## src/rtl/rst_cause_ctrl.sv

```systemverilog
module rst_cause_ctrl #(
  parameter int PULSE_LEN = 16
) (
  input  logic       clk,
  input  logic       por_n,
  input  logic       wake_evt,
  input  logic       in_standby,
  input  logic       lvd_evt,
  input  logic       rtc_evt,
  input  logic       wdg_evt,
  input  logic       reg_wr,
  input  logic       reg_sel,
  input  logic [7:0] reg_wdata,
  output logic [7:0] reg_rdata,
  output logic       sys_rst
);
  localparam int CW = $clog2(PULSE_LEN + 1);
  localparam int NC = 5;

  logic [NC-1:0] flags;
  logic          rst_en, halt_en;
  logic [CW-1:0] cnt;

  wire           ctl_wr  = reg_wr && !reg_sel;
  wire           flag_wr = reg_wr && reg_sel;
  wire           sw_trig = ctl_wr && reg_wdata[2] && rst_en && halt_en;
  wire [NC-1:0]  cause   = {sw_trig, wdg_evt, rtc_evt, lvd_evt, wake_evt && in_standby};
  wire [NC-1:0]  clr     = flag_wr ? reg_wdata[NC-1:0] : '0;

  always_ff @(posedge clk or negedge por_n) begin
    if (!por_n) begin
      flags   <= '0;
      rst_en  <= 1'b0;
      halt_en <= 1'b0;
      cnt     <= '0;
    end else begin
      flags <= (flags & ~clr) | cause;
      if (ctl_wr) begin
        rst_en  <= reg_wdata[0];
        halt_en <= reg_wdata[1];
      end
      if (|cause)          cnt <= CW'(PULSE_LEN);
      else if (cnt != '0)  cnt <= cnt - 1'b1;
    end
  end

  assign sys_rst   = (cnt != '0);
  assign reg_rdata = reg_sel ? {{(8-NC){1'b0}}, flags} : {6'b0, halt_en, rst_en};

  // checker-side count of cycles since the latest cause
  logic [CW:0] hi_len;
  always_ff @(posedge clk or negedge por_n) begin
    if (!por_n)       hi_len <= '0;
    else if (|cause)  hi_len <= '0;
    else if (sys_rst) hi_len <= hi_len + 1'b1;
  end

  a_r1_pulse_start: assert property (@(posedge clk) disable iff (!por_n)
    (wdg_evt || lvd_evt || rtc_evt) |=> sys_rst);
  a_r1_pulse_len: assert property (@(posedge clk) disable iff (!por_n)
    $fell(sys_rst) |-> (hi_len == (CW+1)'(PULSE_LEN)));
  a_r2_flags_set: assert property (@(posedge clk) disable iff (!por_n)
    (|cause) |=> ((reg_sel || 1'b1) && ((flags & $past(cause)) == $past(cause))));
  a_r3_wake_gate: assert property (@(posedge clk) disable iff (!por_n)
    (!flags[0] && !(wake_evt && in_standby)) |=> !flags[0]);
  a_r4_halt_blocked: assert property (@(posedge clk) disable iff (!por_n)
    (reg_wr && !reg_sel && reg_wdata[2] && !(rst_en && halt_en) &&
     !wdg_evt && !lvd_evt && !rtc_evt && !(wake_evt && in_standby) && !sys_rst) |=> !sys_rst);
  a_r6_sticky: assert property (@(posedge clk) disable iff (!por_n)
    !flag_wr |=> ((flags & $past(flags)) == $past(flags)));
endmodule

```

## config.mk

```make
export PLATFORM = sky130hd
export DESIGN_NAME = rst_cause_ctrl
export DESIGN_NICKNAME = d
export VERILOG_FILES = /design/src/rtl/rst_cause_ctrl.sv
export SDC_FILE = /design/constraint.sdc
export NUM_CORES = 1
export LEC_CHECK = 0
export BUFFER_PORTS_ARGS = -buffer_cell sky130_fd_sc_hd__buf_4
export CAP_MARGIN = 20
export CELL_PAD_IN_SITES_DETAIL_PLACEMENT = 1
export CELL_PAD_IN_SITES_GLOBAL_PLACEMENT = 1
export CORE_ASPECT_RATIO = 0.75
export CORE_MARGIN = 2
export CORE_UTILIZATION = 35
export CTS_CLUSTER_SIZE = 16
export DETAILED_ROUTE_END_ITERATION = 12
export GPL_ROUTABILITY_DRIVEN = 0
export PLACE_DENSITY_LB_ADDON = 0.1
export SLEW_MARGIN = 20
export SYNTH_ARGS = -nofsm -noshare
export SYNTH_HDL_FRONTEND = slang
export SYNTH_SLANG_ARGS = --single-unit
```

## constraint.sdc

```tcl
create_clock -name clk -period 2.7 [get_ports clk]
set_clock_uncertainty 0.05 [all_clocks]
set_input_delay 0.405 -clock clk [delete_from_list [all_inputs] [get_ports clk]]
set_output_delay 0.405 -clock clk [all_outputs]
set_load 0.05 [all_outputs]
```

==> flow_metrics.tcl, run 1 <==
set metrics [dict create \
    status "finished clean" \
    io_buffers 19 \
    cts.sinks 12 \
    syn_to_final_growth_pct 29.2 \
    num_vias 491 \
    hp-class "in2reg" \
    multi_input_area_um2 282 \
    dieArea_um2 2110 \
    cts_tree "built" \
    synth_top_area_cell "dfrtp_1" \
    grt_pass1_vias 470 \
    crit_path_start_kind "flip-flop" \
    avgViaCountPerCell 4.86 \
    p_int_mw 0.289 \
    arrival_ps 1780 \
    p_leak_nw 0.357 \
    clk_pin_slew_ps 70 \
    fin_crit_ps 2230 \
    setup-violations-final 0 \
    synth-async-reset-ratio 1.00 \
    ios 26 \
    wl_per_cell_um 12.4 \
    wirelength_mm 1.25 \
    seqCellArea_um2 300 \
    die_h_um 40.2 \
    seqPwrFrac 0.479 \
    coreArea_um2 1690 \
    required_ps 2250 \
    nets 99 \
    initial_core_util 0.362 \
    drt_iter0_markers 8 \
    grt_antenna_before_repair 0 \
    fmax_mhz 448 \
    synth.avg_cell_area_um2 10.4 \
    firstDrtPassIters 4 \
    drc 0 \
    grt_overflow_total 0 \
    drive_above_1_share 0.291 \
    synth_top_area_frac 0.490 \
    worst-setup-path-type "reg2out" \
    ys_seq_area_frac 0.490 \
    antenna_cells 0 \
    final_util 0.468 \
    cts-root-buf "clkbuf_4" \
    ir_drop_v 0.000211 \
    slew_viol_final 0 \
    switching_power_mw 0.134 \
    rsz0062_at_grt "no" \
    grt_usage 0.147 \
    clk_latency_ps 270 \
    p_sw_frac 0.317 \
    hold_violations 0 \
    netlist_area_um2 613 \
    combPwrFrac 0.263 \
    synth_cells 59 \
    die_x_um 52.3 \
    grt_max_degree 13 \
    fillers 209 \
    cts_made_buffers 3 \
    end_kind "output pin" \
    antenna_left 0 \
    fin_tns_setup_ps 0 \
    synthDistinctLibCells 24 \
    pwr-share-clk 0.258 \
    clock_path_buffers 2 \
    grt_pass1_wl_mm 2.04 \
    htreeDepth 1 \
    cp_max_fo 5 \
    synth.area.top_cells "dfrtp_1 (49%), mux2_1 (7.3%), nand3_1 (4.9%), a21o_1 (4.9%), buf_4 (3.7%)" \
    synth-seq-cells 12 \
    period_share 0.826 \
    p_per_area_nw_per_um2 534 \
    ys.flop_type "dfrtp_1" \
    rows 13 \
    synth_edf_count 0 \
    cap_violations 0 \
    ctsResizeCount 0 \
    yosysWarnings 0 \
]
-- final cells by class --
| type | instances | share of cell area |
|---|---|---|
| clock buffers | 3 | 0.0284 |
| inverters | 2 | 0.00948 |
| multi-input cells | 42 | 0.355 |
| flip-flops and latches | 12 | 0.379 |
| well taps | 22 | 0.0348 |
| repair buffers | 20 | 0.193 |
-- through the flow --
stage / worst slack (ps) / instances / hold slack [ps] / cell area [um2] / power, mW
final: 470 / 101 / 267 / 792 / 0.423
after global placement: 749 / 97 / 205 / 759 / 0.317
after detailed placement: 744 / 97 / 204 / 759 / 0.318
after CTS: 437 / 101 / 254 / 792 / 0.432
after global routing: 336 / 101 / 259 / 792 / 0.450
after floorplan: 961 / 61 / 59.4 / 621 / 0.280
-- placed cells by master (no fill, tap or decap) --
cell type and count:
a2111oi_0 1, a211oi_2 1, a21o_1 4, a21oi_1 2, a22o_1 1, and2_1 3
buf_4 19, clkbuf_4 3, conb_1 3, dfrtp_1 12, dlygate4sd3_1 1, ha_1 1
inv_1 2, mux2_1 4, nand2_1 2, nand2b_1 3, nand3_1 6, nand3b_1 2
nor2_1 3, nor3_1 1, o21ai_1 2, or2b_1 1, or4b_1 1, xnor2_1 1
-- routing by layer --
layer	share of wire	global-route usage	vias to the layer above
li1	-	-	244
met3	0.069	0.0373	5
met1	0.48	0.190	227
met2	0.42	0.213	15
met4	0.029	0.115	0
met5	0	0	-
-- power groups by stage --
| stage | clock network (mW) | registers, mW | logic [mW] |
|---|---|---|---|
| 2_1_floorplan | 0 | 0.203 | 0.0771 |
| 3_3_place_gp | 0 | 0.206 | 0.111 |
| 3_5_place_dp | 0 | 0.206 | 0.112 |
| 4_1_cts | 0.116 | 0.203 | 0.113 |
| 5_1_grt | 0.123 | 0.205 | 0.121 |
| 6_report | 0.109 | 0.203 | 0.111 |
-- path summary, 6_finish.rpt --
kind | start | to | slack (ps) | depth (start not counted)
worst max-delay path | cnt[0] | sys_rst | 470 | 4
worst min-delay path | wdg_evt | flags[3] | 270 | 2
worst max register to register | cnt[0] | cnt[0] | 1030 | 5
worst min register to register | flags[3] | flags[3] | 420 | 1
max in group asynchronous | por_n | cnt[1] | 1990 | 2
min in group asynchronous | por_n | flags[3] | 460 | 2
-- synth_stat cells, types with 2 or more instances --
master and instances:
o21ai_1 2, and2_1 3, nor2_1 3, inv_1 2, nand3b_1 2, buf_4 3
nand3_1 6, nand2_1 2, mux2_1 4, a21o_1 4, dfrtp_1 12, a21oi_1 2
nand2b_1 3
-- timing repair --
action,CTS,global route
hold endpoints to repair,12,0
buffers inserted,0,0
hold buffers,1,0
setup endpoints to repair,0,0
-- state kept, by name, summed over array words and instances (netlist names) --
signal	count
halt_en	1
rst_en	1
flags	5
cnt	5
-- kinds of logic (layout without fill, tap and decap cells) --
| kind of cell | Yosys count | count (layout) | synth area share |
|---|---|---|---|
| and+or+nand+nor | 22 | 22 | 0.202 |
| buffers and inverters | 7 | 25 | 0.0633 |
| other | 1 | 3 | 0.00612 |
| AOI/OAI and AO/OA | 11 | 11 | 0.131 |
| adders and majority gates | 1 | 1 | 0.0204 |
| xor gates and xnor gates | 1 | 1 | 0.0143 |
| DFF | 12 | 12 | 0.490 |
| muxes | 4 | 4 | 0.0735 |
-- critical path, stage by stage, from the launching register on --
cell and delay [ps]:
dfrtp_1 420, inv_1 70, ha_1 210, or4b_1 560
buf_4 240
Note: power is estimated with default switching activity, not from simulation.
==> inputs of run 2 (changes only) <==
CORE_UTILIZATION = 30   (was 35)
clock period = 2.05 ns   (was 2.7 ns; I/O delays follow)
==> flow_metrics.tcl, run 2 (synthesis results as in run 1) <==
set metrics [dict create \
    grt_max_degree 13 \
    period_share 0.960 \
    drc 0 \
    place_ws_ps 287 \
    syn_to_final_growth_pct 34.1 \
    clock_path_buffers 2 \
    r2r_cells 6 \
    switching_power_mw 0.178 \
    initial_core_util 0.312 \
    grt_overflow_total 0 \
    io_buffers 19 \
    worst-setup-path-type "reg2out" \
    status "finished clean" \
    pwr-share-clk 0.250 \
    cts-root-buf "clkbuf_4" \
    wl_per_cell_um 13.4 \
    cts_made_buffers 3 \
    combPwrFrac 0.275 \
    firstDrtPassIters 4 \
    fin_crit_ps 1970 \
    num_vias 508 \
    slew_viol_final 0 \
    die_x_um 56.2 \
    crit_path_start_kind "flip-flop" \
    hp-class "in2reg" \
    rsz0062_at_grt "no" \
    rows 14 \
    cts.sinks 12 \
    holdWs_ps 168 \
    p_int_mw 0.384 \
    htreeDepth 1 \
    dieArea_um2 2430 \
    antenna_cells 0 \
    hold_depth 2 \
    setup-violations-final 0 \
    wirelength_mm 1.39 \
    required_ps 1690 \
    end_kind "output pin" \
    ir_drop_v 0.000355 \
    fmax_mhz 508 \
    p_per_area_nw_per_um2 684 \
    grt_pass1_vias 502 \
    arrival_ps 1610 \
    cts_setup_buffers 0 \
    die_h_um 43.2 \
    drt_iter0_markers 6 \
    p_sw_frac 0.317 \
    coreArea_um2 1960 \
    clk_latency_ps 270 \
    antenna_left 0 \
    fin_tns_setup_ps 0 \
    clk_pin_slew_ps 80 \
    grt_antenna_before_repair 0 \
    avgViaCountPerCell 4.88 \
    cap_violations 0 \
    drive_above_1_share 0.325 \
    cts_tree "built" \
    ios 26 \
    p_leak_nw 0.366 \
    nets 100 \
    reg_top3 "cnt (5), flags (5)" \
    cp_max_fo 5 \
    seqPwrFrac 0.474 \
    layout_common_cells "buf_4 (19), dfrtp_1 (12), nand3_1 (6)" \
    final_common_cell "buf_4" \
    grt_usage 0.131 \
    hold_violations 0 \
    grt_pass1_wl_mm 2.30 \
    fin_ws_ps 82.1 \
]
==> run 2: worst max-delay path, cell delays in order (launching register included) <==
cell	delay (ps)
dfrtp_1	410
inv_1	120
ha_4	170
or4b_4	480
buf_6	170
==> run 2: metal layers <==
layer / track usage / part of all wire
met4: 0.0429 / 0.0093
met2: 0.193 / 0.46
met1: 0.171 / 0.48
met3: 0.0610 / 0.051
met5: 0 / 0
==> run 2: timing repair <==
item,in CTS,in global routing
endpoints found under the hold margin,12,0
resized for setup,2,2
pin swaps,0,0
hold buffers,1,0
setup endpoints to repair,1,1
==> run 2: final cells by class <==
cell class / count / area [um2]
clock buffer: 3 / 22.5
fill: 236 / 1140
inverter: 2 / 7.51
multi-input combinational: 42 / 298
sequential: 12 / 300
tap: 24 / 30.0
timing repair buffer: 21 / 164
==> run 2: power groups by stage <==
| stage | Sequential, mW | Combinational (mW) | Clock (mW) |
|---|---|---|---|
| 2_1_floorplan | 0.268 | 0.102 | 0 |
| 3_3_place_gp | 0.271 | 0.149 | 0 |
| 3_5_place_dp | 0.272 | 0.151 | 0 |
| 4_1_cts | 0.267 | 0.154 | 0.149 |
| 5_1_grt | 0.271 | 0.168 | 0.156 |
| 6_report | 0.267 | 0.155 | 0.141 |
==> run 2: path summary, 6_finish.rpt <==
| path | start | end | slack (ps) |
|---|---|---|---|
| min in group asynchronous | por_n | flags[3] | 360 |
| min reg2reg | flags[3] | flags[3] | 430 |
| max in group asynchronous | por_n | rst_en | 1420 |
| max reg2reg | cnt[0] | cnt[0] | 330 |
| max | cnt[0] | sys_rst | 80 |
| min | wdg_evt | flags[3] | 170 |
==> run 2: per-stage QoR <==
stage | utilization | total power [mW] | area [um2] | cells
final | 0.419 | 0.563 | 822 | 104
after global placement | 0.392 | 0.420 | 769 | 100
after global routing | 0.419 | 0.595 | 822 | 104
after CTS | 0.412 | 0.570 | 808 | 104
after floorplan | - | 0.369 | 621 | 61
after detailed placement | 0.392 | 0.422 | 769 | 100
==> inputs of run 3 (changes only) <==
BUFFER_PORTS_ARGS = unset   (was -buffer_cell sky130_fd_sc_hd__buf_4)
CORE_ASPECT_RATIO = unset   (was 0.75)
CORE_UTILIZATION = 38   (was 30)
DONT_BUFFER_PORTS = 1   (was unset)
==> flow_metrics.tcl, run 3 (synthesis results as in run 1) <==
set metrics [dict create \
    fin_cells 78 \
    htreeDepth 1 \
    cp_max_fo 5 \
    cts_made_buffers 3 \
    antenna_cells 0 \
    cap_violations 0 \
    relSlewSlack 0.645 \
    final_util 0.443 \
    r2r_cells 6 \
    hp-class "in2reg" \
    clk_pin_slew_ps 70 \
    p_leak_nw 0.277 \
    coreArea_um2 1510 \
    setup.worst_path.start "cnt[0]" \
    fin_crit_ps 1970 \
    whs_endpoint "flags[2]" \
    wl_per_cell_um 16.3 \
    arrival_ps 1610 \
    num_vias 434 \
    hold_start "rtc_evt" \
    ios 26 \
    required_ps 1690 \
    slew_viol_final 0 \
    grt_overflow_total 0 \
    cts-root-buf "clkbuf_4" \
    p_per_area_nw_per_um2 786 \
    p_total_mw 0.524 \
    dieArea_um2 1950 \
    tightest_slew_ps 531 \
    grt_pass1_vias 494 \
    initial_core_util 0.407 \
    worst-setup-path-type "reg2out" \
    avgViaCountPerCell 5.56 \
    grt_max_degree 13 \
    reg_top3 "cnt (5), flags (5)" \
    clock_path_buffers 2 \
    period_share 0.959 \
    grt_pass1_wl_mm 2.14 \
    drive_above_1_share 0.129 \
    io_buffers 0 \
    hold_violations 0 \
    wirelength_mm 1.27 \
    fillers 181 \
    status "finished clean" \
    r2r-start "cnt[0]" \
    rows 14 \
    multi_input_area_um2 288 \
    drc 0 \
    end_kind "output pin" \
    fmax_mhz 509 \
    antenna_left 0 \
    fin_ws_ps 84.2 \
    firstDrtPassIters 4 \
    drt_iter0_markers 2 \
    die_x_um 44.2 \
    grt_antenna_before_repair 0 \
    grt_usage 0.153 \
    clk_latency_ps 270 \
    ir_drop_v 0.000361 \
    place_ws_ps 324 \
    hold_depth 1 \
    nets 82 \
    final_common_cell "dfrtp_1" \
    r2r-end "cnt[0]" \
    rsz0062_at_grt "no" \
    layout_common_cells "dfrtp_1 (12), nand3_1 (6), mux2_1 (4), a21o_1 (4)" \
    syn_to_final_growth_pct 8.78 \
    seqCellArea_um2 300 \
    setup-violations-final 0 \
    cts_tree "built" \
    r2r_slack_ps 340 \
    dp_cells 74 \
    cts.sinks 12 \
    fin_tns_setup_ps 0 \
    die_h_um 44.2 \
    crit_path_start_kind "flip-flop" \
]
==> run 3: cell count changes in the layout (fill, tap and decap cells not counted), sizes merged <==
| cell | delta |
|---|---|
| buf | -18 |
==> run 3: metal layers <==
layer  track usage  share of wire  up-vias
met3        0.0490          0.065        4
met5             0              0        -
met1         0.173           0.42      211
li1              -              -      205
met4        0.0909          0.017        0
met2         0.253           0.50       14
==> run 3: worst max path at each step <==
stage                   end  slack (ps)  depth (start not counted)
floorplan            cnt[0]         370                          6
global placement    sys_rst         340                          4
detailed placement  sys_rst         320                          4
CTS                 sys_rst           8                          4
global route        sys_rst          10                          4
finish              sys_rst          80                          4
==> run 3: metrics by stage <==
| stage | hold slack, ps | cell area [um2] |
|---|---|---|
| final | 77.8 | 667 |
| after detailed placement | -37.8 | 624 |
| after floorplan | -38.1 | 621 |
| after global routing | 62.9 | 667 |
| after global placement | -37.8 | 624 |
| after CTS | 71.7 | 657 |
==> run 3: repair_timing <==
action / in CTS / in global routing
resized for setup: 0 / 3
setup buffers: 0 / 0
hold endpoints to repair: 12 / 0
hold buffers: 1 / 0
endpoints found under the setup margin: 0 / 1
==> run 3: area by class of cell <==
type                            instances  share of cell area
Clock buffer                            3              0.0338
Multi-Input combinational cell         42               0.432
Tap cell                               16              0.0300
Timing Repair Buffer                    3              0.0432
Sequential cell                        12               0.450
Inverter                                2              0.0113
==> run 3: where the power goes <==
group          internal (mW)  leakage (nW)  total (mW)  switching [mW]
clock network         0.0680        0.0138       0.144          0.0763
registers              0.255         0.139       0.268          0.0126
logic                 0.0313         0.124       0.112          0.0807
==> run 3: worst max-delay path, cell delays in order (launching register included) <==
cell and delay [ps]:
dfrtp_1 410, inv_1 70, ha_2 200, or4b_4 480
buf_6 170
